$ cat config.mk
export PLATFORM = sky130hd
export DESIGN_NAME = disk_write_serializer
export DESIGN_NICKNAME = d
export VERILOG_FILES = /design/src/rtl/wsh_pkg.sv /design/src/rtl/wsh_divider.sv /design/src/rtl/wsh_shifter.sv /design/src/rtl/wsh_handshake.sv /design/src/rtl/disk_write_serializer.sv
export SDC_FILE = /design/constraint.sdc
export NUM_CORES = 1
export LEC_CHECK = 0
export CAP_MARGIN = 10
export CORE_MARGIN = 1
export CORE_UTILIZATION = 30
export CTS_CLUSTER_DIAMETER = 30
export DETAILED_ROUTE_END_ITERATION = 10
export HOLD_SLACK_MARGIN = 0.12
export PLACE_DENSITY_LB_ADDON = 0.1
export SLEW_MARGIN = 30
export SYNTH_ARGS = -nofsm -noshare
export SYNTH_HDL_FRONTEND = slang
export SYNTH_HIERARCHICAL = 1
export SYNTH_SLANG_ARGS = --single-unit
$ cat constraint.sdc
create_clock -name clk_i -period 2.05 [get_ports clk_i]
set_input_delay 0.205 -clock clk_i [delete_from_list [all_inputs] [get_ports clk_i]]
set_output_delay 0.205 -clock clk_i [all_outputs]
set_load 0.005 [all_outputs]
$ cat src/rtl/wsh_pkg.sv
package wsh_pkg;
  typedef logic [1:0] zone_t;

  // prescale terminal count for a zone
  function automatic int unsigned zone_last(input int unsigned base, input zone_t z);
    return base - 1 - int'(z);
  endfunction
endpackage

$ cat src/rtl/wsh_divider.sv
module wsh_divider #(
  parameter int unsigned BASE_DIV = 16,
  parameter int unsigned PHASES   = 4
) (
  input  logic           clk_i,
  input  logic           rst_ni,
  input  logic           run_i,
  input  wsh_pkg::zone_t zone_i,
  output logic           bit_tick_o
);
  localparam int unsigned PRE_W = $clog2(BASE_DIV);
  localparam int unsigned PH_W  = (PHASES > 1) ? $clog2(PHASES) : 1;

  logic [PRE_W-1:0] pre_q;
  logic [PH_W-1:0]  ph_q;
  logic [PRE_W-1:0] pre_last;
  logic             pre_tick;
  logic             ph_last;

  assign pre_last   = PRE_W'(wsh_pkg::zone_last(BASE_DIV, zone_i));
  assign pre_tick   = (pre_q >= pre_last);
  assign ph_last    = (ph_q == PH_W'(PHASES - 1));
  // load phase qualification: only the last phase produces a bit boundary
  assign bit_tick_o = run_i & pre_tick & ph_last;

  always_ff @(posedge clk_i or negedge rst_ni) begin
    if (!rst_ni) begin
      pre_q <= '0;
      ph_q  <= '0;
    end else if (!run_i) begin
      pre_q <= '0;
      ph_q  <= '0;
    end else if (pre_tick) begin
      pre_q <= '0;
      ph_q  <= ph_last ? '0 : ph_q + PH_W'(1);
    end else begin
      pre_q <= pre_q + PRE_W'(1);
    end
  end

  a_r2_tick_spacing: assert property (@(posedge clk_i) disable iff (!rst_ni)
    bit_tick_o |=> !bit_tick_o);

  a_r7_phase_restart: assert property (@(posedge clk_i) disable iff (!rst_ni)
    !run_i |=> (pre_q == '0 && ph_q == '0 && !bit_tick_o));
endmodule

$ cat src/rtl/wsh_shifter.sv
module wsh_shifter #(
  parameter int unsigned BYTE_W = 8
) (
  input  logic              clk_i,
  input  logic              rst_ni,
  input  logic              run_i,
  input  logic              bit_tick_i,
  input  logic [BYTE_W-1:0] hold_i,
  output logic              load_o,
  output logic              sdata_o
);
  localparam int unsigned CNT_W = $clog2(BYTE_W);

  logic [BYTE_W-1:0] sh_q;
  logic [CNT_W-1:0]  cnt_q;

  assign load_o  = bit_tick_i & (cnt_q == '0);
  assign sdata_o = run_i & sh_q[BYTE_W-1];

  always_ff @(posedge clk_i or negedge rst_ni) begin
    if (!rst_ni) begin
      sh_q  <= '0;
      cnt_q <= '0;
    end else if (!run_i) begin
      sh_q  <= '0;
      cnt_q <= '0;
    end else if (load_o) begin
      sh_q  <= hold_i;
      cnt_q <= CNT_W'(BYTE_W - 1);
    end else if (bit_tick_i) begin
      sh_q  <= sh_q << 1;
      cnt_q <= cnt_q - CNT_W'(1);
    end
  end

  a_r6_load_takes_hold: assert property (@(posedge clk_i) disable iff (!rst_ni)
    load_o |=> (sh_q == $past(hold_i)));

  a_r7_flush: assert property (@(posedge clk_i) disable iff (!rst_ni)
    !run_i |=> (sh_q == '0 && cnt_q == '0));
endmodule

$ cat src/rtl/wsh_handshake.sv
module wsh_handshake #(
  parameter int unsigned BYTE_W = 8
) (
  input  logic              clk_i,
  input  logic              rst_ni,
  input  logic              wr_i,
  input  logic [BYTE_W-1:0] din_i,
  input  logic              load_i,
  input  logic              clr_i,
  output logic [BYTE_W-1:0] hold_o,
  output logic              ready_o,
  output logic              flag_o
);
  logic [BYTE_W-1:0] hold_q;
  logic              rdy_q;
  logic              flag_q;

  always_ff @(posedge clk_i or negedge rst_ni) begin
    if (!rst_ni) begin
      hold_q <= '0;
      rdy_q  <= 1'b0;
      flag_q <= 1'b0;
    end else begin
      if (wr_i) hold_q <= din_i;
      rdy_q <= load_i;
      // set dominates clear so a coincident pulse is not lost
      if (rdy_q)      flag_q <= 1'b1;
      else if (clr_i) flag_q <= 1'b0;
    end
  end

  assign hold_o  = hold_q;
  assign ready_o = rdy_q;
  assign flag_o  = flag_q;

  a_r1_hold_write: assert property (@(posedge clk_i) disable iff (!rst_ni)
    wr_i |=> (hold_q == $past(din_i)));

  a_r4_ready_single: assert property (@(posedge clk_i) disable iff (!rst_ni)
    rdy_q |=> !rdy_q);

  a_r5_flag_set: assert property (@(posedge clk_i) disable iff (!rst_ni)
    rdy_q |=> flag_q);

  a_r5_flag_clear: assert property (@(posedge clk_i) disable iff (!rst_ni)
    (clr_i && !rdy_q) |=> !flag_q);
endmodule

$ cat src/rtl/disk_write_serializer.sv
module disk_write_serializer #(
  parameter int unsigned BASE_DIV = 16,
  parameter int unsigned PHASES   = 4,
  parameter int unsigned BYTE_W   = 8
) (
  input  logic              clk_i,
  input  logic              rst_ni,
  input  logic [1:0]        zone_i,
  input  logic              wr_en_i,
  input  logic              wr_i,
  input  logic [BYTE_W-1:0] din_i,
  input  logic              clr_i,
  output logic              wdata_o,
  output logic              ready_o,
  output logic              flag_o
);
  logic              bit_tick;
  logic              load;
  logic [BYTE_W-1:0] hold;

  wsh_divider #(.BASE_DIV(BASE_DIV), .PHASES(PHASES)) u_div (
    .clk_i      (clk_i),
    .rst_ni     (rst_ni),
    .run_i      (wr_en_i),
    .zone_i     (zone_i),
    .bit_tick_o (bit_tick)
  );

  wsh_shifter #(.BYTE_W(BYTE_W)) u_sh (
    .clk_i      (clk_i),
    .rst_ni     (rst_ni),
    .run_i      (wr_en_i),
    .bit_tick_i (bit_tick),
    .hold_i     (hold),
    .load_o     (load),
    .sdata_o    (wdata_o)
  );

  wsh_handshake #(.BYTE_W(BYTE_W)) u_hs (
    .clk_i   (clk_i),
    .rst_ni  (rst_ni),
    .wr_i    (wr_i),
    .din_i   (din_i),
    .load_i  (load),
    .clr_i   (clr_i),
    .hold_o  (hold),
    .ready_o (ready_o),
    .flag_o  (flag_o)
  );

  a_r4_ready_follows_load: assert property (@(posedge clk_i) disable iff (!rst_ni)
    load |=> ready_o);

  a_r7_idle_quiet: assert property (@(posedge clk_i) disable iff (!rst_ni)
    !wr_en_i |=> !ready_o);
endmodule

### After elaboration in Yosys (flattened, before gate mapping)

Index checks and enable logic that the tools add are counted.

* flip-flop bits (word level): 27
* bits of input ports: 15
* output and inout port bits: 3
* logic and storage cells: 34

* $add $sub $neg: 4
* order comparisons: 1
* eq/ne operators: 3
* multiplexer cells: 13
* bitwise gates (word level): 4
* reductions and logical operators: 2

Operator list (number)
* $mux W8: 3
* $mux W3: 3
* $mux W4: 2
* $mux W2: 3
* $add A4 B1 Y4 const B: 1
* $and A1 B1 Y1: 4
* $ge A4 B4 Y1: 1
* $sub A4 B2 Y4 const A: 1
* $logic_not A3 Y1: 1
* $ne A3 B1 Y1 const B: 1
* $sub A3 B1 Y3 const B: 1
* $add A2 B1 Y2 const B: 1
* $eq A2 B2 Y1 const B: 1
* $mux W1: 2
* $ne A2 B1 Y1 const B: 1
* $reduce_bool A2 Y1: 1

### Logic depth before layout (Yosys ltp)

* word-level depth: 7
* depth in mapped cells: 9
* gate-level depth less buffers: 7

### Hierarchy

The synthesis kept the hierarchy.

Modules (own cells, without submodules)
* wsh_shifter: instances 1, cells each 63, area an instance 688.2 sq um, sequential area each 275.3 sq um
* wsh_handshake: instances 1, cells each 21, area an instance 392.9 sq um, sequential area each 250.2 sq um
* wsh_divider: instances 1, cells each 31, area an instance 319.1 sq um, sequential area each 150.1 sq um

### Worst setup path before layout

Ideal clock, no wire load.

* path type: register to register
* start: reg u_div.pre_q[0]
* end: reg u_sh.sh_q[1]
* setup time: 0.096 ns
* arrival: 1.776 ns
* data required time: 1.954 ns
* slack: 0.179 ns
* cell stages (with the launch flop): 9
* path buffers: 1
* clock period less this slack: 1.871 ns
* path through: dfrtp_1 inv_1 ha_1 nor3b_1 nor2_1 and3_1 buf_2 and4bb_2 a311oi_2

* longest elaborated chain between the ends: 6
* elaborated cells between the ends (all ways): 7
* those cells by class: order compare (1); eq/ne (1); mux (2); bitwise (3)

RTL lines
* start, declared: line wsh_divider.sv:14 `logic [PRE_W-1:0] pre_q;`
* start signal, assigned: line wsh_divider.sv:37 `pre_q <= pre_q + PRE_W'(1);`
* $ge A4 B4 Y1 *: line wsh_divider.sv:21 `assign pre_tick = (pre_q >= pre_last);`
* $and A1 B1 Y1 * (2 in a row): line wsh_divider.sv:24 `assign bit_tick_o = run_i & pre_tick & ph_last;`
* via bit_tick: line disk_write_serializer.sv:17 `logic bit_tick;`
* $and A1 B1 Y1: line wsh_shifter.sv:17 `assign load_o = bit_tick_i & (cnt_q == '0);`
* $mux W8: line wsh_shifter.sv:27 `end else if (load_o) begin`
* $mux W8: line wsh_shifter.sv:24 `end else if (!run_i) begin`
* end signal, assigned: line wsh_shifter.sv:28 `sh_q <= hold_i;`
* end signal, assigned: line wsh_shifter.sv:31 `sh_q <= sh_q << 1;`
* end, declared: line wsh_shifter.sv:14 `logic [BYTE_W-1:0] sh_q;`

Mark *: on every way through the listed nets, which the timed path passes. The rest lies on a longest branch.
A chain may end at the register's enable or synchronous reset.

### Final worst setup path

* start: reg u_div.pre_q[1]
* end: reg u_sh.sh_q[1]

Same word-level chain as after synthesis.

==> flow_summary.ini <==
[floorplanning]
core-area_um2 = 4410
placementRows = 24
initial_core_util_pct = 31.7
die_w_um = 70.3
die_h_um = 70.3
die-area_um2 = 4940
io_pins = 18

[cts]
root_buffer = clkbuf_8
postCtsHoldBufs = 0
tritoncts = yes
cts_max_path_buffers = 2
h-tree-depth = 1
cts_num_sinks = 27
numCtsBuffers = 3
worstSkewPairLatency_ns = 0.28
cts_setup_buffers = 0
cts-resized-gates = 0
clkTransAtPathRegs_ns = 0.10

[routing]
dr.pass1.iters = 4
wire_per_inst_um = 13.4
drc = 0
wl_mm = 2.52
via_per_inst = 4.86
drt_iter0_markers = 54
ant_nets = 0
routed-via-count = 908

[yosys]
synth-seq-cells = 27
synth_edf_count = 0
synthTopCellsByArea = dfrtp_1 (48%), mux2_4 (8.6%), a311oi_2 (7.5%), ha_1 (5.4%), inv_1 (3.8%)
synthTopCellsByCount = dfrtp_1 (27), inv_1 (14), o21ai_0 (10)
syn_inst = 115
yosysUniqueCellTypes = 32
ys.warnings.count = 6
avgSynthCellArea_um2 = 12.2
synth_top_area_share_pct = 48.3
synth_ff_type = dfrtp_1
synth_nets = 136
yosysMostFrequentCell = dfrtp_1
yosysTopAreaCell = dfrtp_1
synth.cell_area_um2 = 1400
synth-seq-area-share_pct = 48.3
async_reset_ff_share_pct = 100

[finish]
nets = 157
nFillCells = 413
num_antenna_cells = 0
stdcell_area_um2 = 1700
drive_gt1_share_pct = 23.7
area_growth_pct = 21.6

[grt]
grt.busiest_layer = met2
grt_pass1_wl_mm = 4.51
gr-usage-met3_pct = 2.31
use_met1_pct = 14.8
antenna_found_initial = 0
overflow = 0
grt_pass1_vias = 955
grt_util_all_layers_pct = 11.5
grt_max_degree = 28
use_met2_pct = 18.4

[sta]
final-hold-violation-count = 0
min_period_over_period_pct = 93.9
post-route-worst-setup-slack_ns = 0.124
setup_viol = 0
max_slew_margin_pct = 65.0
tightest_slew_ns = 0.523
rsz0062_at_grt = false
maxSlewViolCount = 0
finalClockSkew_ns = 0.00556
max_freq_ghz = 0.519
period_needed_ns = 1.93

[placement]
dpl.hpwl_mm = 1.75
place_area_um2 = 1640
place_ws_ns = -0.197
numPortBuffers = 17
place_congestion = 0.665

[worst_setup_path]
cp-start-kind = register
worst_ep_arrival_time_ns = 2.11
critical_path_class = reg2reg
crit_path_max_fanout = 26
cp_data_required_time_ns = 2.24
end_kind = register

[status]
outcome = completed

[worst_hold_path]
hp-class = in2async

[power]
max-vdd-ir-drop_uv = 195
p_leak_nw = 0.761
p_per_area_nw_per_um2 = 579

[run]
max_cap_violations = 0
## critical path, stage by stage (launching register included)
cell and delay [ns]:
dfrtp_1 0.42, ha_1 0.29, o211ai_1 0.21, nor2_1 0.08, and3_1 0.21, buf_12 0.16
and4bb_2 0.23, a311oi_2 0.23
## final timing paths
kind	start	to	slack (ns)	depth (start not counted)
worst max-delay path	u_div/pre_q[1]	u_sh/sh_q[1]	0.12	7
max in group asynchronous	rst_ni	u_div/ph_q[1]	1.50	2
worst min-delay path	rst_ni	u_hs/ready_o	0.28	2
worst min register to register	u_hs/ready_o	u_hs/flag_o	0.46	1
worst max register to register	u_div/pre_q[1]	u_sh/sh_q[1]	0.12	7
min in group clk_i	u_hs/ready_o	u_hs/flag_o	0.46	1
## final cells by class
type	count	area [um2]	share of cell area, %
Clock buffer	3	41.3	2.42
Sequential cell	27	676	39.7
Multi-Input combinational cell	67	633	37.2
Clock inverter	1	7.51	0.441
Timing Repair Buffer	23	228	13.4
Inverter	14	52.6	3.09
Tap cell	52	65.1	3.82
## sequential cells by signal (all words and copies together), names as in the netlist
name,count
u_sh/sh_q,8
u_div/ph_q,2
u_sh/cnt_q,3
u_hs/flag_o,1
u_hs/ready_o,1
u_hs/hold_o,8
u_div/pre_q,4
## logic make-up (layout without fill, tap and decap cells)
logic type / Yosys count / in the layout / synth area share, %
compound gates: 24 / 24 / 14.8
xor+xnor: 2 / 2 / 1.25
fa+ha+maj: 6 / 6 / 5.36
buf+inv: 21 / 41 / 7.33
flops: 27 / 27 / 48.3
mux: 10 / 10 / 10.0
simple gates: 25 / 25 / 13.0
## through the flow
step | std cells | hold WS, ns | power [W] | util, % | TNS [ns]
2_1_floorplan | 115 | -0.0906 | 0.000624 | - | 0
3_3_place_gp | 183 | 0.434 | 0.000677 | 37.2 | -1.13
4_1_cts | 187 | 0.299 | 0.00100 | 38.3 | 0
3_5_place_dp | 183 | 0.438 | 0.000678 | 37.2 | -1.34
6_report | 187 | 0.282 | 0.000985 | 38.6 | 0
5_1_grt | 187 | 0.313 | 0.00104 | 38.6 | 0
## metal layers
layer | wire (um) | up-vias
met5 | 0 | -
met4 | 36 | 0
met3 | 73 | 4
li1 | - | 446
met2 | 1190 | 14
met1 | 1220 | 444
## placed cells by master, fill, tap and decap left out, types with 2 or more instances in the layout
master,instances
mux2i_1,2
clkdlybuf4s50_1,17
a311oi_2,7
nand2_1,3
dfrtp_1,27
a31oi_1,2
and4bb_1,2
nand3_1,2
inv_1,14
o21ai_0,10
and4bb_2,4
mux2_4,8
nor2_1,6
ha_1,6
clkbuf_8,3
buf_4,5
## power breakdown
group,total [W],leakage [nW],internal (W),switching [W]
Clock,0.000318,0.0217,0.000138,0.000179
Combinational,0.000101,0.383,0.0000643,0.0000368
Sequential,0.000567,0.357,0.000553,0.0000136
Total,0.000985,0.761,0.000756,0.000230
Power figures use the tool's default switching activity.
